==> src/rtl/snd_agc_pkg.sv <==
`timescale 1ns/1ps
package snd_agc_pkg;

  localparam int GAIN_UNITY = 200;   // 0 dB code
  localparam int OCT_CODES  = 120;   // codes per factor of two
  localparam int UNITY_OCT  = 2;     // octave index holding the unity code
  localparam int CODE_OFFS  = UNITY_OCT * OCT_CODES - GAIN_UNITY;
  localparam int FRAC       = 14;    // mantissa fraction bits
  localparam int BAND_LO    = 97;    // percent of target
  localparam int BAND_HI    = 103;
  localparam int NUM_LVL    = 4;

  typedef enum logic {LOOP_FAST = 1'b0, LOOP_SLOW = 1'b1} loop_speed_e;

  // 10^(r*0.05/20) in Q14, r = 0..19
  function automatic logic [14:0] fine_step(input logic [4:0] r);
    case (r)
      5'd0:  fine_step = 15'd16384;  5'd1:  fine_step = 15'd16479;
      5'd2:  fine_step = 15'd16574;  5'd3:  fine_step = 15'd16669;
      5'd4:  fine_step = 15'd16766;  5'd5:  fine_step = 15'd16862;
      5'd6:  fine_step = 15'd16960;  5'd7:  fine_step = 15'd17058;
      5'd8:  fine_step = 15'd17156;  5'd9:  fine_step = 15'd17255;
      5'd10: fine_step = 15'd17355;  5'd11: fine_step = 15'd17455;
      5'd12: fine_step = 15'd17556;  5'd13: fine_step = 15'd17657;
      5'd14: fine_step = 15'd17759;  5'd15: fine_step = 15'd17862;
      5'd16: fine_step = 15'd17965;  5'd17: fine_step = 15'd18068;
      5'd18: fine_step = 15'd18173;  5'd19: fine_step = 15'd18278;
      default: fine_step = 15'd16384;
    endcase
  endfunction

  // 10^(d/20) in Q14, d = 0..5
  function automatic logic [14:0] coarse_step(input logic [2:0] d);
    case (d)
      3'd0: coarse_step = 15'd16384;
      3'd1: coarse_step = 15'd18383;
      3'd2: coarse_step = 15'd20626;
      3'd3: coarse_step = 15'd23143;
      3'd4: coarse_step = 15'd25967;
      3'd5: coarse_step = 15'd29135;
      default: coarse_step = 15'd16384;
    endcase
  endfunction

  // target level in per-mille of full scale
  function automatic int level_permil(input int i);
    case (i)
      0: level_permil = 1000;
      1: level_permil = 700;
      2: level_permil = 500;
      default: level_permil = 350;
    endcase
  endfunction

endpackage

==> src/rtl/snd_gain_mapper.sv <==
`timescale 1ns/1ps
module snd_gain_mapper
  import snd_agc_pkg::*;
#(
  parameter int GAIN_W = 11,
  parameter int OCT_W  = 5
) (
  input  logic [GAIN_W-1:0] gain,
  output logic [15:0]       mant,
  output logic [OCT_W-1:0]  oct
);
  localparam int UW = GAIN_W + 1;

  logic [UW-1:0] code_u, oct_full, rem_full;
  logic [6:0]    rem, whole_db, frac_idx;
  logic [31:0]   mprod;

  always_comb begin
    code_u   = {1'b0, gain} + UW'(CODE_OFFS);
    oct_full = code_u / UW'(OCT_CODES);
    rem_full = code_u - oct_full * UW'(OCT_CODES);
    rem      = 7'(rem_full);
    whole_db = rem / 7'd20;
    frac_idx = rem - whole_db * 7'd20;
    mprod    = {17'd0, coarse_step(3'(whole_db))} * {17'd0, fine_step(5'(frac_idx))};
    mant     = 16'(mprod >> FRAC);
    oct      = OCT_W'(oct_full);
  end
endmodule

==> src/rtl/snd_scaler.sv <==
`timescale 1ns/1ps
module snd_scaler
  import snd_agc_pkg::*;
#(
  parameter int DATA_W = 16,
  parameter int OUT_W  = 12,
  parameter int OCT_W  = 5
) (
  input  logic                     clk,
  input  logic                     rst_n,
  input  logic                     in_valid,
  input  logic signed [DATA_W-1:0] in_data,
  input  logic [15:0]              mant,
  input  logic [OCT_W-1:0]         oct,
  output logic signed [OUT_W-1:0]  y_now,
  output logic                     out_valid,
  output logic signed [OUT_W-1:0]  out_data
);
  localparam int PW   = DATA_W + 17 + (1 << OCT_W);
  localparam int NORM = FRAC + UNITY_OCT;
  localparam logic signed [PW-1:0] MAXO = PW'((2 ** (OUT_W - 1)) - 1);
  localparam logic signed [PW-1:0] MINO = ~MAXO;

  logic signed [PW-1:0] prod_w, shifted, scaled;
  logic                 vld_d;
  logic signed [OUT_W-1:0] dat_d;

  always_comb begin
    prod_w  = $signed({{(PW-DATA_W){in_data[DATA_W-1]}}, in_data})
            * $signed({{(PW-16){1'b0}}, mant});
    shifted = prod_w <<< oct;
    scaled  = shifted >>> NORM;
    if (scaled > MAXO)      y_now = OUT_W'(MAXO);
    else if (scaled < MINO) y_now = OUT_W'(MINO);
    else                    y_now = OUT_W'(scaled);
  end

  always_comb begin
    vld_d = in_valid;
    dat_d = in_valid ? y_now : out_data;
  end

  always_ff @(posedge clk or negedge rst_n) begin
    if (!rst_n) begin
      out_valid <= 1'b0;
      out_data  <= '0;
    end else begin
      out_valid <= vld_d;
      out_data  <= dat_d;
    end
  end

  assert_valid_follows_R2: assert property (@(posedge clk) disable iff (!rst_n)
    in_valid |=> out_valid) else $error("out_valid missing after sample");
  assert_valid_quiet_R2: assert property (@(posedge clk) disable iff (!rst_n)
    !in_valid |=> (!out_valid && $stable(out_data))) else $error("spurious output");
endmodule

==> src/rtl/snd_peak_window.sv <==
`timescale 1ns/1ps
module snd_peak_window #(
  parameter int OUT_W   = 12,
  parameter int WIN_LEN = 1024
) (
  input  logic                    clk,
  input  logic                    rst_n,
  input  logic                    restart,
  input  logic                    in_valid,
  input  logic signed [OUT_W-1:0] y_now,
  output logic                    win_done,
  output logic [OUT_W-1:0]        peak_now
);
  localparam int CNT_W = $clog2(WIN_LEN);
  localparam logic [CNT_W-1:0] LAST = CNT_W'(WIN_LEN - 1);

  logic [CNT_W-1:0] cnt_q, cnt_d;
  logic [OUT_W-1:0] peak_q, peak_d, mag;

  always_comb begin
    mag      = y_now[OUT_W-1] ? (~y_now + 1'b1) : y_now;
    peak_now = (mag > peak_q) ? mag : peak_q;
    win_done = in_valid && !restart && (cnt_q == LAST);
    cnt_d    = cnt_q;
    peak_d   = peak_q;
    if (restart || win_done) begin
      cnt_d  = '0;
      peak_d = '0;
    end else if (in_valid) begin
      cnt_d  = cnt_q + 1'b1;
      peak_d = peak_now;
    end
  end

  always_ff @(posedge clk or negedge rst_n) begin
    if (!rst_n) begin
      cnt_q  <= '0;
      peak_q <= '0;
    end else begin
      cnt_q  <= cnt_d;
      peak_q <= peak_d;
    end
  end

  assert_restart_clears_R9: assert property (@(posedge clk) disable iff (!rst_n)
    restart |=> (cnt_q == '0 && peak_q == '0)) else $error("window not restarted");
  assert_window_wraps_R5: assert property (@(posedge clk) disable iff (!rst_n)
    win_done |=> (cnt_q == '0)) else $error("window count did not wrap");
endmodule

==> src/rtl/snd_gain_ctrl.sv <==
`timescale 1ns/1ps
module snd_gain_ctrl
  import snd_agc_pkg::*;
#(
  parameter int OUT_W    = 12,
  parameter int GAIN_W   = 11,
  parameter int SLOW_DIV = 16
) (
  input  logic              clk,
  input  logic              rst_n,
  input  logic              win_done,
  input  logic [OUT_W-1:0]  peak_now,
  input  logic [1:0]        ref_sel,
  input  loop_speed_e       speed,
  input  logic              wr_en,
  input  logic [GAIN_W-1:0] wr_data,
  output logic [GAIN_W-1:0] gain_q
);
  localparam int CMP_W = OUT_W + 1;
  localparam int FS    = (2 ** (OUT_W - 1)) - 1;
  localparam int SD_W  = (SLOW_DIV > 1) ? $clog2(SLOW_DIV) : 1;
  localparam logic [SD_W-1:0]   SD_LAST = SD_W'(SLOW_DIV - 1);
  localparam logic [GAIN_W-1:0] GMAX    = '1;

  logic [CMP_W-1:0] lo_tab [NUM_LVL];
  logic [CMP_W-1:0] hi_tab [NUM_LVL];

  for (genvar i = 0; i < NUM_LVL; i++) begin : g_lvl
    localparam int TGT = FS * level_permil(i) / 1000;
    assign lo_tab[i] = CMP_W'(TGT * BAND_LO / 100);
    assign hi_tab[i] = CMP_W'(TGT * BAND_HI / 100);
  end

  logic [CMP_W-1:0]  pk, lo_sel, hi_sel;
  logic              want_up, want_dn, step_en;
  logic [SD_W-1:0]   slow_q, slow_d;
  logic [GAIN_W-1:0] gain_d;

  always_comb begin
    pk      = {1'b0, peak_now};
    lo_sel  = lo_tab[ref_sel];
    hi_sel  = hi_tab[ref_sel];
    want_up = pk < lo_sel;
    want_dn = pk > hi_sel;
    step_en = win_done && ((speed == LOOP_FAST) || (slow_q == SD_LAST));
    gain_d  = gain_q;
    slow_d  = slow_q;
    if (wr_en) begin
      gain_d = wr_data;
      slow_d = '0;
    end else if (win_done) begin
      if (speed == LOOP_FAST || slow_q == SD_LAST) slow_d = '0;
      else                                         slow_d = slow_q + 1'b1;
      if (step_en && want_up && gain_q != GMAX)    gain_d = gain_q + 1'b1;
      else if (step_en && want_dn && gain_q != '0) gain_d = gain_q - 1'b1;
    end
  end

  always_ff @(posedge clk or negedge rst_n) begin
    if (!rst_n) begin
      gain_q <= GAIN_W'(GAIN_UNITY);
      slow_q <= '0;
    end else begin
      gain_q <= gain_d;
      slow_q <= slow_d;
    end
  end

  assert_host_write_R9: assert property (@(posedge clk) disable iff (!rst_n)
    wr_en |=> (gain_q == $past(wr_data))) else $error("host write lost");
  assert_single_step_R5: assert property (@(posedge clk) disable iff (!rst_n)
    !wr_en |=> (gain_q == $past(gain_q) || gain_q == $past(gain_q) + 1'b1
                || gain_q == $past(gain_q) - 1'b1)) else $error("gain jumped");
  assert_hold_between_R5: assert property (@(posedge clk) disable iff (!rst_n)
    (!wr_en && !win_done) |=> $stable(gain_q)) else $error("gain moved mid-window");
  assert_dead_band_R6: assert property (@(posedge clk) disable iff (!rst_n)
    (!wr_en && win_done && pk >= lo_sel && pk <= hi_sel) |=> $stable(gain_q))
    else $error("gain moved inside band");
  assert_slow_skip_R7: assert property (@(posedge clk) disable iff (!rst_n)
    (!wr_en && win_done && speed == LOOP_SLOW && slow_q != SD_LAST) |=> $stable(gain_q))
    else $error("slow loop stepped early");
  assert_no_wrap_top_R8: assert property (@(posedge clk) disable iff (!rst_n)
    (!wr_en && gain_q == GMAX) |=> (gain_q != '0)) else $error("gain wrapped up");
  assert_no_wrap_bottom_R8: assert property (@(posedge clk) disable iff (!rst_n)
    (!wr_en && gain_q == '0) |=> (gain_q != GMAX)) else $error("gain wrapped down");
endmodule

==> src/rtl/snd_agc_loop.sv <==
`timescale 1ns/1ps
module snd_agc_loop
  import snd_agc_pkg::*;
#(
  parameter int DATA_W   = 16,
  parameter int OUT_W    = 12,
  parameter int GAIN_W   = 11,
  parameter int WIN_LEN  = 1024,
  parameter int SLOW_DIV = 16
) (
  input  logic                     clk,
  input  logic                     rst_n,
  input  logic                     in_valid,
  input  logic signed [DATA_W-1:0] in_data,
  input  logic [1:0]               ref_sel,
  input  logic                     slow_mode,
  input  logic                     gain_wr_en,
  input  logic [GAIN_W-1:0]        gain_wr_data,
  output logic                     out_valid,
  output logic signed [OUT_W-1:0]  out_data,
  output logic [GAIN_W-1:0]        gain_code
);
  localparam int OCT_W = $clog2(((1 << GAIN_W) + CODE_OFFS) / OCT_CODES + 1);

  logic [1:0] rst_pipe;
  logic       rst_core_n;

  always_ff @(posedge clk or negedge rst_n) begin
    if (!rst_n) rst_pipe <= 2'b00;
    else        rst_pipe <= {rst_pipe[0], 1'b1};
  end
  assign rst_core_n = rst_pipe[1];

  logic [15:0]             mant;
  logic [OCT_W-1:0]        oct;
  logic signed [OUT_W-1:0] y_now;
  logic                    win_done;
  logic [OUT_W-1:0]        peak_now;
  loop_speed_e             speed;

  assign speed = slow_mode ? LOOP_SLOW : LOOP_FAST;

  snd_gain_mapper #(.GAIN_W(GAIN_W), .OCT_W(OCT_W)) u_map (
    .gain(gain_code), .mant(mant), .oct(oct));

  snd_scaler #(.DATA_W(DATA_W), .OUT_W(OUT_W), .OCT_W(OCT_W)) u_scale (
    .clk(clk), .rst_n(rst_core_n), .in_valid(in_valid), .in_data(in_data),
    .mant(mant), .oct(oct), .y_now(y_now), .out_valid(out_valid), .out_data(out_data));

  snd_peak_window #(.OUT_W(OUT_W), .WIN_LEN(WIN_LEN)) u_peak (
    .clk(clk), .rst_n(rst_core_n), .restart(gain_wr_en), .in_valid(in_valid),
    .y_now(y_now), .win_done(win_done), .peak_now(peak_now));

  snd_gain_ctrl #(.OUT_W(OUT_W), .GAIN_W(GAIN_W), .SLOW_DIV(SLOW_DIV)) u_ctrl (
    .clk(clk), .rst_n(rst_core_n), .win_done(win_done), .peak_now(peak_now),
    .ref_sel(ref_sel), .speed(speed), .wr_en(gain_wr_en), .wr_data(gain_wr_data),
    .gain_q(gain_code));
endmodule

==> config.mk <==
export PLATFORM = sky130hd
export DESIGN_NAME = snd_agc_loop
export DESIGN_NICKNAME = d
export VERILOG_FILES = /design/src/rtl/snd_agc_pkg.sv /design/src/rtl/snd_gain_mapper.sv /design/src/rtl/snd_scaler.sv /design/src/rtl/snd_peak_window.sv /design/src/rtl/snd_gain_ctrl.sv /design/src/rtl/snd_agc_loop.sv
export SDC_FILE = /design/constraint.sdc
export NUM_CORES = 1
export LEC_CHECK = 0
export ABC_AREA = 1
export BUFFER_PORTS_ARGS = -buffer_cell sky130_fd_sc_hd__buf_4
export CORE_MARGIN = 2
export CORE_UTILIZATION = 50
export CTS_CLUSTER_DIAMETER = 150
export DETAILED_ROUTE_END_ITERATION = 8
export PLACE_DENSITY_LB_ADDON = 0.25
export SLEW_MARGIN = 20
export SYNTH_ARGS = -nofsm -noshare
export SYNTH_HDL_FRONTEND = slang
export SYNTH_HIERARCHICAL = 1
export SYNTH_SLANG_ARGS = --single-unit
==> constraint.sdc <==
create_clock -name clk -period 1.5 [get_ports clk]
set_input_delay 0.225 -clock clk [delete_from_list [all_inputs] [get_ports clk]]
set_output_delay 0.225 -clock clk [all_outputs]
set_load 0.01 [all_outputs]
# Word-level counts from Yosys, hierarchy flattened
# Memories as Yosys holds them, arrays and structs flattened.
# Index checks and enable logic that the tools add are counted.
[op_classes] n_addsub=8 mul=4 div_mod_pow=2 magnitude_cmp=6 n_eq_ne=8 n_shift=1 mux=23 bitwise=3 reduce_logical=15
[ops] operator="2-to-1 mux 12 bit" n=6
[ops] operator="case mux 14 bit (5 select lines)" n=1
[ops] operator="<<< shifter 33 x 5 -> 65 bit" n=1
[ops] operator="binary-select mux 13 bit (select 2 bit)" n=2
[ops] operator="2-to-1 mux 13 bit" n=4
[ops] operator="greater-than comparator 49 x 12 -> 1 bit (second input constant)" n=1
[ops] operator="less-than comparator 49 x 12 -> 1 bit (second input constant)" n=1
[ops] operator="2-to-1 mux 11 bit" n=4
[ops] operator="multiplier 16 x 17 -> 33 bit" n=1
[ops] operator="multiplier 15 x 15 -> 30 bit" n=1
[ops] operator="2-to-1 mux 10 bit" n=2
[ops] operator="greater-than comparator 12 x 13 -> 1 bit" n=1
[ops] operator="less-than comparator 12 x 13 -> 1 bit" n=1
[ops] operator="adder 11 x 6 -> 12 bit (second input constant)" n=1
[ops] operator="adder 12 x 1 -> 12 bit (second input constant)" n=1
[ops] operator="divider 12 x 7 -> 12 bit (second input constant)" n=1
[ops] operator="greater-than comparator 12 bit" n=1
[ops] operator="multiplier 12 x 4 -> 4 bit (second input constant)" n=1
[ops] operator="2-to-1 mux 4 bit" n=3
[ops] operator="inverter 12 bit" n=1
[ops] operator="adder 11 x 1 -> 11 bit (second input constant)" n=1
[ops] operator="inequality test 11 bit (second input constant)" n=1
[ops] operator="nonzero test 11 bit" n=1
[ops] operator="subtractor 11 x 1 -> 11 bit (second input constant)" n=1
[ops] operator="21 further kinds" n=31
[word_totals] ff_bits=52 romBits=352 inputBits=34 output_inout_bits=24 wordCells=78 memories=1
[mem_list] name="(no name shown)" words=32 width=11 rd=1 rd_clocked_by_memory_dff=0 wr=0 line="snd_agc_pkg.sv:17" source="case (r)"

# Depth between registers and ports, before layout
# Gate-level depths: netlist (run 1).
# An unclocked memory read counts as a cell.
[logic_depth] word_depth=26 ltp_mapped=165

# Cells and area by module
# Netlist (run 1), hierarchy kept.
[modules_own_cells] mod="snd_scaler" instances=1 cells_per_inst=2056 area_per_inst_um2=12928.6 seq_area_each_um2=325.3
[modules_own_cells] mod="snd_gain_mapper" instances=1 cells_per_inst=1061 area_per_inst_um2=7643.6 seq_area_each_um2=0.0
[modules_own_cells] mod="snd_peak_window" instances=1 cells_per_inst=282 area_per_inst_um2=1986.9 seq_area_each_um2=550.5
[modules_own_cells] mod="snd_gain_ctrl" instances=1 cells_per_inst=258 area_per_inst_um2=1890.6 seq_area_each_um2=379.1
[modules_own_cells] mod="snd_agc_loop" instances=1 cells_per_inst=3 area_per_inst_um2=53.8 seq_area_each_um2=50.0

# Worst setup path before layout (run 1)
# No wires, ideal clock.
[synth_timing] path_type="reg2reg" from="register u_ctrl.gain_q[3]" to="register u_ctrl.gain_q[8]" t_arrival_ns=21.971 required_ns=1.381 slack_ns=-20.590 stages_incl_launch_ff=150 path_cell_list="dfstp_2 > ha_1 > nor2_2 > nor2_2 > nand2_1 > nand2_1 > nand2_2 > nor2_2 > nand2_2 > o21ai_2 > nor2_4 > nand2_4 > nand2_4 > nand2_1 > inv_1 > or2_2 > inv_1 > nand4_1 > [... 114 more ...] > nand2_1 > nand2_1 > nand2_1 > nand3_1 > nand2_1 > nand2_1 > nand2_1 > nand2_1 > nand2_2 > nand2_2 > ha_1 > a21oi_1 > o21ai_0 > a21oi_1 > o21bai_1 > xor2_1 > mux2i_1 > o21ai_2"
[synth_via] elab_chain_len=25
[synth_lines] element="start, declared" line="snd_gain_ctrl.sv:17" source="output logic [GAIN_W-1:0] gain_q"
[synth_lines] element="start signal, assigned" line="snd_gain_ctrl.sv:61" source="gain_q <= GAIN_W'(GAIN_UNITY);"
[synth_lines] element="start signal, assigned" line="snd_gain_ctrl.sv:64" source="gain_q <= gain_d;"
[synth_lines] element="adder 11 x 6 -> 12 bit *" line="snd_gain_mapper.sv:19" source="code_u = {1'b0, gain} + UW'(CODE_OFFS);"
[synth_lines] element="divider 12 x 7 -> 12 bit *" line="snd_gain_mapper.sv:20" source="oct_full = code_u / UW'(OCT_CODES);"
[synth_lines] element="via oct[3]" line="snd_agc_loop.sv:35" source="logic [OCT_W-1:0] oct;"
[synth_lines] element="multiplier 12 x 4 -> 4 bit *" line="snd_gain_mapper.sv:21" source="rem_full = code_u - oct_full * UW'(OCT_CODES);"
[synth_lines] element="subtractor 7 bit *" line="snd_gain_mapper.sv:21"
[synth_lines] element="divider 7 x 5 -> 7 bit *" line="snd_gain_mapper.sv:23" source="whole_db = rem / 7'd20;"
[synth_lines] element="multiplier 7 x 3 -> 3 bit" line="snd_gain_mapper.sv:24" source="frac_idx = rem - whole_db * 7'd20;"
[synth_lines] element="subtractor 5 bit" line="snd_gain_mapper.sv:24"
[synth_lines] element="[... 2 more ...]"
[synth_lines] element="via mant[6]" line="snd_agc_loop.sv:34" source="logic [15:0] mant;"
[synth_lines] element="[... 5 more ...]"
[synth_lines] element="via y_now[11]" line="snd_agc_loop.sv:36" source="logic signed [OUT_W-1:0] y_now;"
[synth_lines] element="[... 3 more ...]"
[synth_lines] element="greater-than comparator 12 bit" line="snd_peak_window.sv:22" source="peak_now = (mag > peak_q) ? mag : peak_q;"
[synth_lines] element="2-to-1 mux 12 bit *" line="snd_peak_window.sv:22"
[synth_lines] element="via peak_now[2]" line="snd_agc_loop.sv:38" source="logic [OUT_W-1:0] peak_now;"
[synth_lines] element="less-than comparator 12 x 13 -> 1 bit" line="snd_gain_ctrl.sv:43" source="want_up = pk < lo_sel;"
[synth_lines] element="logical AND 1 bit (2 in a row)" line="snd_gain_ctrl.sv:54" source="if (step_en && want_up && gain_q != GMAX) gain_d = gain_q + 1'b1;"
[synth_lines] element="2-to-1 mux 11 bit" line="snd_gain_ctrl.sv:54"
[synth_lines] element="2-to-1 mux 11 bit" line="snd_gain_ctrl.sv:51" source="end else if (win_done) begin"
[synth_lines] element="2-to-1 mux 11 bit" line="snd_gain_ctrl.sv:48" source="if (wr_en) begin"
# Mark *: on every way through the listed nets, which the timed path passes. The rest lies on a longest branch. The select of a mux whose other input is x is not followed.
# A chain may end at the register's enable or synchronous reset.

# Final worst setup path (run 1)
# Same ends and word-level chain as after synthesis.

==> flow_metrics.py, run 1 <==
metrics = {
    "worst_setup_path": {
        "crit_path_max_incr_delay_ps": 580,
        "crit_type": "flip-flop to flip-flop",
        "worstPathMaxFanout": 7,
        "start_kind": "flip-flop",
        "r2r_end": "u_ctrl/gain_q[8]",
        "slowest_stage": "fa_2",
        "crit_family": "adder cells",
        "worstPathArrival_ps": 22410,
        "end_kind": "flip-flop",
        "reg2reg_depth": 141,
        "reg2reg_from": "u_ctrl/gain_q[3]",
        "cp_data_required_time_ps": 1730,
        "cp_common_cell": "nand2_2",
        "r2r_slack_ps": -20670,
        "cp.buffers_inverters": 23,
    },
    "floorplanning": {
        "row_count": 81,
        "core_sq_mm": 0.0486,
        "die_w_microns": 225,
        "design.die.area_sq_mm": 0.0508,
        "ios": 58,
        "start_util_pct": 50.4,
        "die_h_microns": 225,
    },
    "sta": {
        "hold_viol": 0,
        "relSlewSlack_pct": 65.4,
        "fin_worst_skew_ps": 8.86,
        "fin_crit_sh_pct": 1480,
        "rsz0062_at_grt": "true",
        "fmax_ghz": 0.0451,
        "fin_crit_ps": 22170,
        "tightest_slew_ps": 519,
        "finalSetupViolations": 38,
        "worst_slack_ps": -20670,
        "final_max_slew_viol_count": 0,
    },
    "cts": {
        "cts_root_buffer": "clkbuf_16",
        "clk_pin_slew_ps": 80,
        "clockBufferDepth": 2,
        "cts_inserted_buffers": 5,
        "insertion_delay_ps": 310,
        "cts_sinks": 52,
        "cts_tree": "yes",
        "htreeDepth": 2,
    },
    "synthesis": {
        "synth-simple-area-share_pct": 31.0,
        "synth_seq_cells": 52,
        "synthMuxAreaShare_pct": 0.163,
        "synth_top_family_by_area": "adder cells",
        "syn_area_sq_mm": 0.0245,
        "synth_nets": 4311,
        "synth_top_flop_cell": "dfrtp_1",
        "postSynthCellCount": 3660,
        "synthXorXnorAreaFrac_pct": 1.50,
        "synth_most_common_cell": "nand2_1",
        "synth-seq-area-share_pct": 5.33,
        "yosys-top-cells-count": "nand2_1 (1005), inv_1 (824), nand3_1 (317), fa_1 (315), ha_1 (302)",
        "synth-compound-area-share_pct": 5.69,
        "avgSynthCellArea_sq_um": 6.69,
        "synth_edf_count": 0,
        "synth_top_area_cell": "fa_1",
        "synth.top_cell.area_share_pct": 25.7,
        "ys_async_sr_fraction_pct": 100,
        "ys_warn_count": 6,
        "yosys-top-cells-area": "fa_1 (26%), ha_1 (15%), nand2_1 (15%)",
        "synthDistinctLibCells": 67,
        "synthAdderAreaFrac_pct": 41.2,
    },
    "grt": {
        "antenna_found_initial": 0,
        "grt_overflow": 0,
        "first_global_vias": 25400,
        "gr-usage-all-layers_pct": 28.5,
        "grt_pass1_wl_mm": 119,
        "grt_max_degree": 41,
    },
    "cells_and_area": {
        "syn_to_final_growth_pct": 41.6,
        "num_antenna_cells": 0,
        "layout-drive-gt1-share_pct": 36.4,
        "fill_cells": 3696,
        "final_nets": 4979,
        "post-route-cell-area_sq_mm": 0.0347,
    },
    "detailed_routing": {
        "drc": 0,
        "wire_per_inst_microns": 15.2,
        "drt_first_iter_violations": 1654,
        "viasPerCell": 5.17,
        "via_count": 25600,
        "drtPass1Iterations": 7,
        "route.antenna.remaining_nets": 0,
        "drt_wl_total_mm": 75.5,
    },
    "flow_run": {
        "max_cap_violations": 0,
    },
    "placement": {
        "dpl_cell_area_sq_mm": 0.0308,
        "dp.final_hpwl_mm": 59.0,
        "io_buffers": 57,
        "gp_congestion": 0.951,
        "place_ws_ps": -20760,
    },
    "worst_hold_path": {
        "hold_path_class": "input port to flip-flop",
        "min_to": "u_ctrl/gain_q[9]",
        "worstHoldStart": "gain_wr_data[9]",
        "whs_path_depth": 3,
    },
    "status": {
        "violations": "setup timing",
        "status": "finished, violations left",
    },
}
==> layout make-up <==
type	instances	area, sq um	share of cell area, %
clock buffer	6	129	0.372
clock inverter	2	16.3	0.0469
inverter	848	3250	9.38
multi-input combinational	2647	22900	65.9
sequential	52	1310	3.77
tap	622	778	2.24
timing repair buffer	773	6340	18.3
timing repair inverter	1	5.00	0.0144
==> registers in the layout, indices dropped and copies added, names as in the netlist <==
name,count
u_scale/out_data,12
u_peak/cnt_q,10
rst_pipe,2
u_peak/peak_q,12
u_scale/out_valid,1
u_ctrl/slow_q,4
u_ctrl/gain_q,11
==> routing by layer <==
| metal | track usage (%) | up-vias | routed length, microns |
|---|---|---|---|
| met5 | 0 | - | 0 |
| met4 | 8.67 | 0 | 2800 |
| met3 | 3.10 | 223 | 4100 |
| met2 | 50.3 | 813 | 37000 |
| met1 | 36.7 | 12200 | 31600 |
| li1 | - | 12400 | - |
==> logic make-up (layout without fill, tap and decap cells) <==
kind of cell | Yosys count | in the layout
AND/OR/NAND/NOR | 1739 | 1741
adder cells (fa/ha/maj) | 617 | 617
multiplexers | 4 | 4
flip-flops | 52 | 52
AO/OA/AOI/OAI | 243 | 243
other | 1 | 1
XOR/XNOR | 41 | 41
buffers and inverters | 963 | 1630
==> worst min-delay path: cells and delay by family <==
| kind | cells | cell delay [ps] |
|---|---|---|
| compound gates | 1 | 70 |
| buf+inv | 1 | 80 |
| simple gates | 1 | 70 |
==> worst max-delay path by stage <==
stage / from / end / cells after the start
after floorplan: u_ctrl/gain_q[3] / u_ctrl/gain_q[8] / 142
after global placement: u_ctrl/gain_q[3] / u_ctrl/gain_q[8] / 130
after detailed placement: u_ctrl/gain_q[3] / u_ctrl/gain_q[8] / 136
after CTS: u_ctrl/gain_q[3] / u_ctrl/gain_q[8] / 146
after global routing: u_ctrl/gain_q[3] / u_ctrl/gain_q[8] / 146
final: u_ctrl/gain_q[3] / u_ctrl/gain_q[8] / 141
==> cells in the final DEF, fill, tap and decap left out, types with 7 or more instances in the layout <==
cell      instances
nand3_4          18
inv_2            74
o21ai_1          32
xor2_1           16
o21ai_0          46
o21bai_1          9
nand3b_1          7
o211ai_1          9
xnor2_1          13
a21oi_2          30
buf_4           699
ha_1            244
o21ai_2          14
buf_6            42
nand2_2         193
nand2_8           8
nor3_2            8
nand2_4          60
inv_1           750
nand2_1         802
nand3_2         139
ha_4             53
inv_4            11
buf_12           27
fa_2             23
and2_4           11
a21oi_4          11
o21a_1            7
nor2_2           35
a21oi_1          51
fa_1            292
nor2_4           44
nor3_1           10
nor2_1          170
and2_1            7
or2_2             9
nand3_1         179
nand4_1          22
dfrtp_1          48
==> metrics by stage <==
stage                     instances  hold WS [ps]  util [%]  TNS [ps]
final                          4951           159      71.3   -645540
after global placement         4814          9.50      63.4   -633840
after floorplan                3660         -70.6         -   -598830
after global routing           4951           166      71.3   -681650
after CTS                      4902           151      67.1   -627500
after detailed placement       4814          9.65      63.4   -650330
==> repair_timing <==
action                     4_1_cts  5_1_grt
pin swaps                      149      239
setup endpoints to repair       44       50
hold buffers                     1        0
setup buffers                   75       53
hold endpoints to repair         2        0
gates resized for setup        272      418
gates cloned                     4        3
Power of run 1 is not shown: default switching activity piles up to over one toggle a cycle in this logic, so the estimate is an artifact.
==> inputs of run 2 (changes only) <==
--- a/config.mk
+++ b/config.mk
@@ -8,7 +8,7 @@
 export ABC_AREA = 1
 export BUFFER_PORTS_ARGS = -buffer_cell sky130_fd_sc_hd__buf_4
 export CORE_MARGIN = 2
-export CORE_UTILIZATION = 50
+export CORE_UTILIZATION = 30
 export CTS_CLUSTER_DIAMETER = 150
 export DETAILED_ROUTE_END_ITERATION = 8
 export PLACE_DENSITY_LB_ADDON = 0.25
==> run 2 against run 1 <==
Compared with the run above: the flow still finishes with violations (setup timing); final area down 0.20%; utilization fell by 28 points; final cell count increased by 8.3%; clock-buffer cell count fell by 1; routed wire length fell by 0.58%; global-route usage down 10 points; clock skew up 4.2 ps; maximum frequency is 1.2% higher; first-iteration DRC count is 39% lower; die area increased by 65%.
==> flow_metrics.py, run 2 (synthesis gave the netlist of run 1 again) <==
metrics = {
    "worst_setup_path": {
        "cp.buffers_inverters": 26,
        "r2r_end": "u_ctrl/gain_q[10]",
        "crit_path_end": "u_ctrl/gain_q[10]",
        "cp_common_cell": "nand2_2",
        "start_kind": "flip-flop",
        "crit_path_start": "u_ctrl/gain_q[3]",
        "cp_data_required_time_ps": 1700,
        "crit_type": "flip-flop to flip-flop",
        "crit_cells": 149,
        "r2r_slack_ps": -20410,
        "crit_family": "adder cells",
        "crit_path_max_incr_delay_ps": 640,
        "worstPathMaxFanout": 7,
        "end_kind": "flip-flop",
        "reg2reg_depth": 149,
        "worstPathArrival_ps": 22120,
        "reg2reg_from": "u_ctrl/gain_q[3]",
        "slowest_stage": "fa_2",
    },
    "floorplanning": {
        "die_w_microns": 290,
        "core_sq_mm": 0.0807,
        "row_count": 104,
        "design.die.area_sq_mm": 0.0840,
        "die_h_microns": 290,
        "start_util_pct": 30.4,
        "ios": 58,
    },
    "grt": {
        "gr-usage-all-layers_pct": 18.1,
        "antenna_found_initial": 1,
        "busiest_layer": "met2",
        "grt_max_degree": 51,
        "grt_overflow": 0,
        "first_global_vias": 24500,
        "grt_pass1_wl_mm": 124,
        "met1_usage_pct": 25.1,
        "grtUsageMet2_pct": 31.0,
        "gr-usage-met3_pct": 1.27,
    },
    "cts": {
        "cts_root_buffer": "clkbuf_16",
        "insertion_delay_ps": 320,
        "clockBufferDepth": 2,
        "htreeDepth": 2,
        "cts_inserted_buffers": 5,
        "clk_pin_slew_ps": 80,
        "cts_sinks": 52,
        "cts_tree": "yes",
    },
    "sta": {
        "relSlewSlack_pct": 64.3,
        "fmax_ghz": 0.0456,
        "tightest_slew_ps": 536,
        "finalSetupTns_ps": -638070,
        "worst_slack_ps": -20410,
        "fin_worst_skew_ps": 13.1,
        "rsz0062_at_grt": "true",
        "hold_viol": 0,
        "fin_crit_ps": 21910,
        "final_max_slew_viol_count": 0,
        "fin_crit_sh_pct": 1460,
        "finalSetupViolations": 39,
    },
    "detailed_routing": {
        "drtPass1Iterations": 5,
        "drc": 0,
        "viasPerCell": 4.53,
        "wire_per_inst_microns": 14.0,
        "drt_first_iter_violations": 1015,
        "route.antenna.remaining_nets": 0,
        "via_count": 24300,
        "drt_wl_total_mm": 75.1,
    },
    "cells_and_area": {
        "num_antenna_cells": 0,
        "top_regs": "u_peak/peak_q x12, u_scale/out_data x12, u_ctrl/gain_q x11",
        "final_common_cell": "nand2_1",
        "utilization_pct": 42.9,
        "syn_to_final_growth_pct": 41.3,
        "final_cell_mix": "nand2_1 (847), inv_1 (766), buf_4 (660)",
        "layout-drive-gt1-share_pct": 33.3,
        "final_nets": 4954,
        "fill_cells": 8412,
    },
    "placement": {
        "dp.final_hpwl_mm": 63.4,
        "gp_congestion": 0.901,
        "io_buffers": 57,
    },
    "flow_run": {
        "max_cap_violations": 0,
    },
    "status": {
        "status": "finished, violations left",
        "violations": "setup timing",
    },
    "worst_hold_path": {
        "hold_path_class": "input port to flip-flop",
    },
}
run 2: cell types whose count changed in the layout (fill, tap and decap cells not counted), moves of 6 or more:
cell,change
nand2_2,-43
nor2_1,+7
buf_6,+8
o21ai_0,+6
buf_4,-39
nand3_2,-19
ha_1,+7
nand3_1,+25
ha_4,-7
nand3_4,-6
nor2_2,-7
inv_2,-13
inv_1,+16
nand2_1,+45
run 2: final cells by class:
class                   instances  area (sq um)  share of cell area, %
multi-input cells            2649         22400                   64.6
repair buffers                747          6230                   18.0
inverters                     848          3240                   9.36
well taps                    1060          1330                   3.83
flip-flops and latches         52          1310                   3.77
clock buffers                   5           125                  0.361
clock inverters                 3          26.3                 0.0759
run 2: worst min-delay path by stage:
stage                          from                to  depth (start not counted)
floorplan                     rst_n       rst_pipe[0]                          0
global placement              rst_n       rst_pipe[0]                          1
detailed placement            rst_n       rst_pipe[0]                          1
CTS                 gain_wr_data[9]  u_ctrl/gain_q[9]                          3
global route        gain_wr_data[9]  u_ctrl/gain_q[9]                          3
finish              gain_wr_data[9]  u_ctrl/gain_q[9]                          3
run 2: what timing repair did:
action	4_1_cts	5_1_grt
hold buffers	1	0
gates resized for setup	314	238
hold endpoints to repair	2	0
pin swaps	160	185
cloned	6	2
setup buffers	58	40
setup endpoints to repair	51	50
run 2: worst min-delay path, delay by kind of cell:
family                 cells  cell delay (ps)
buffers and inverters      1               80
AO/OA/AOI/OAI              1               70
AND/OR/NAND/NOR            1               60
run 2: stage by stage:
step                      hold slack [ps]  cells  setup slack [ps]  cell area (sq um)
after global placement               9.26   5250            -20740              31400
after floorplan                     -70.6   3660            -19190              25600
after global routing                  159   5364            -21690              34600
after CTS                             149   5323            -20160              33300
final                                 153   5364            -20410              34600
after detailed placement             10.1   5250            -20960              31400
run 2: layer usage:
layer	vias up	part of all wire, %
li1	12400	-
met1	11500	47
met4	2	2.0
met3	92	3.1
met2	396	48
met5	-	0.011
Power of run 2 is left out for the same reason.
==> inputs of run 3 (changes only) <==
--- a/config.mk
+++ b/config.mk
@@ -11,7 +11,7 @@
 export CORE_UTILIZATION = 30
 export CTS_CLUSTER_DIAMETER = 150
 export DETAILED_ROUTE_END_ITERATION = 8
-export PLACE_DENSITY_LB_ADDON = 0.25
+export PLACE_DENSITY = 0.42
 export SLEW_MARGIN = 20
 export SYNTH_ARGS = -nofsm -noshare
 export SYNTH_HDL_FRONTEND = slang
==> run 3 against run 2 <==
Compared with the run above: the flow still finishes with violations (setup timing); clock-buffer cell count stayed put; die area is the same; first-iteration DRC count is 3.8% lower.
==> flow_metrics.py, run 3 (synthesis gave the netlist of run 1 again) <==
metrics = {
    "status": {
        "status": "finished, violations left",
        "violations": "setup timing",
    },
    "grt": {
        "first_global_vias": 24800,
        "grt_overflow": 0,
        "antenna_found_initial": 0,
        "grt_max_degree": 41,
        "gr-usage-all-layers_pct": 19.1,
        "grt_pass1_wl_mm": 129,
    },
    "sta": {
        "fmax_ghz": 0.0463,
        "hold_viol": 0,
        "tightest_slew_ps": 585,
        "final_max_slew_viol_count": 0,
        "finalSetupViolations": 40,
        "fin_crit_sh_pct": 1440,
        "fin_crit_ps": 21600,
        "rsz0062_at_grt": "true",
        "worst_slack_ps": -20100,
        "relSlewSlack_pct": 61.0,
        "fin_worst_skew_ps": 8.32,
    },
    "detailed_routing": {
        "top_layer_used": "met4",
        "drt_wl_total_mm": 79.2,
        "drtPass1Iterations": 5,
        "wire_per_inst_microns": 14.6,
        "drc": 0,
        "via_count": 24300,
        "drt-met1-wl_mm": 38.7,
        "drt_first_iter_violations": 976,
        "wl_met3_mm": 1.54,
        "met2_wirelength_mm": 38.2,
        "route.antenna.remaining_nets": 0,
        "viasPerCell": 4.47,
    },
    "worst_setup_path": {
        "cp_common_cell": "nand2_2",
        "crit_family": "adder cells",
        "slowest_stage": "dfstp_2",
        "crit_type": "flip-flop to flip-flop",
        "cp.buffers_inverters": 28,
        "end_kind": "flip-flop",
        "cp_data_required_time_ps": 1740,
        "crit_path_max_incr_delay_ps": 560,
        "worstPathArrival_ps": 21840,
        "worstPathMaxFanout": 8,
        "start_kind": "flip-flop",
    },
    "cells_and_area": {
        "layout-drive-gt1-share_pct": 38.6,
        "final_nets": 5022,
        "syn_to_final_growth_pct": 47.1,
        "regArea_sq_mm": 0.00131,
        "num_antenna_cells": 0,
        "fill_cells": 8465,
        "final_cell_mix": "nand2_1 (782), inv_1 (742), buf_4 (729)",
        "final_cells": 5432,
        "top_regs": "u_peak/peak_q x12, u_scale/out_data x12, u_ctrl/gain_q x11",
        "multi_input_area_sq_mm": 0.0233,
        "final_common_cell": "nand2_1",
    },
    "floorplanning": {
        "die_w_microns": 290,
        "start_util_pct": 30.4,
        "design.die.area_sq_mm": 0.0840,
        "row_count": 104,
        "core_sq_mm": 0.0807,
        "ios": 58,
        "die_h_microns": 290,
    },
    "worst_hold_path": {
        "hold_path_class": "input port to flip-flop",
    },
    "placement": {
        "io_buffers": 57,
        "dp.final_hpwl_mm": 67.7,
        "gp_congestion": 0.874,
        "placedCellCount": 5320,
        "place_ws_ps": -21060,
    },
    "cts": {
        "clk_pin_slew_ps": 70,
        "cts_tree": "yes",
        "htreeDepth": 2,
        "cts_sinks": 52,
        "clockBufferDepth": 2,
        "insertion_delay_ps": 310,
        "cts_root_buffer": "clkbuf_16",
        "cts_inserted_buffers": 5,
    },
    "flow_run": {
        "max_cap_violations": 0,
    },
}
run 3: cell count changes in the layout (fill, tap and decap cells not counted), sizes merged:
cell	delta
buf	+71
clkbuf	-1
clkinv	-2
clkinvlp	+1
inv	+2
nand2	-2
xor2	-1
run 3: path summary, 6_finish.rpt:
check                                             to              from  slack, ps  cells after the start
min in group asynchronous                rst_pipe[1]             rst_n        230                      2
max in group asynchronous       u_scale/out_data[11]       rst_pipe[1]        900                      1
worst max-delay path                u_ctrl/gain_q[8]  u_ctrl/gain_q[3]     -20100                    141
worst min register to register      u_ctrl/gain_q[9]       rst_pipe[1]        260                      1
worst min-delay path                u_ctrl/gain_q[9]   gain_wr_data[9]        140                      3
worst max register to register      u_ctrl/gain_q[8]  u_ctrl/gain_q[3]     -20100                    141
run 3: cell type report:
cell class	count	share of cell area [%]
multi-input combinational	2646	64.6
timing repair buffer	817	18.7
inverter	848	9.00
tap	1060	3.68
sequential	52	3.62
clock buffer	5	0.347
clock inverter	3	0.0590
timing repair inverter	1	0.0104
run 3: per-stage QoR:
stage / hold slack [ps] / util, % / TNS, ps / area (sq um)
after floorplan: -70.6 / - / -598830 / 25600
after global placement: 9.33 / 39.6 / -656910 / 32000
after detailed placement: 10.7 / 39.6 / -663070 / 32000
after CTS: 131 / 42.5 / -628130 / 34300
after global routing: 152 / 44.7 / -667940 / 36000
final: 143 / 44.7 / -631770 / 36000
run 3: worst reg2reg max path: cells and delay by family, from the launching register on:
kind	cells	cell delay, ps
DFF	1	560
xor gates and xnor gates	3	580
buffers and inverters	28	2380
adders and majority gates	24	9150
muxes	1	100
and+or+nand+nor	72	6830
AOI/OAI and AO/OA	13	1940
run 3: repair_timing:
action,in CTS,in global routing
endpoints found under the setup margin,51,50
gates resized for setup,388,402
pin swaps,205,233
buffers inserted,67,37
hold buffers,1,0
hold endpoints to repair,2,0
gates cloned,4,0
run 3: metal layers:
metal	up-vias	GRT usage (%)
met3	42	0.801
met1	11500	27.0
li1	12500	-
met5	-	0
met4	0	2.03
met2	241	33.3
Power of run 3 is left out for the same reason.
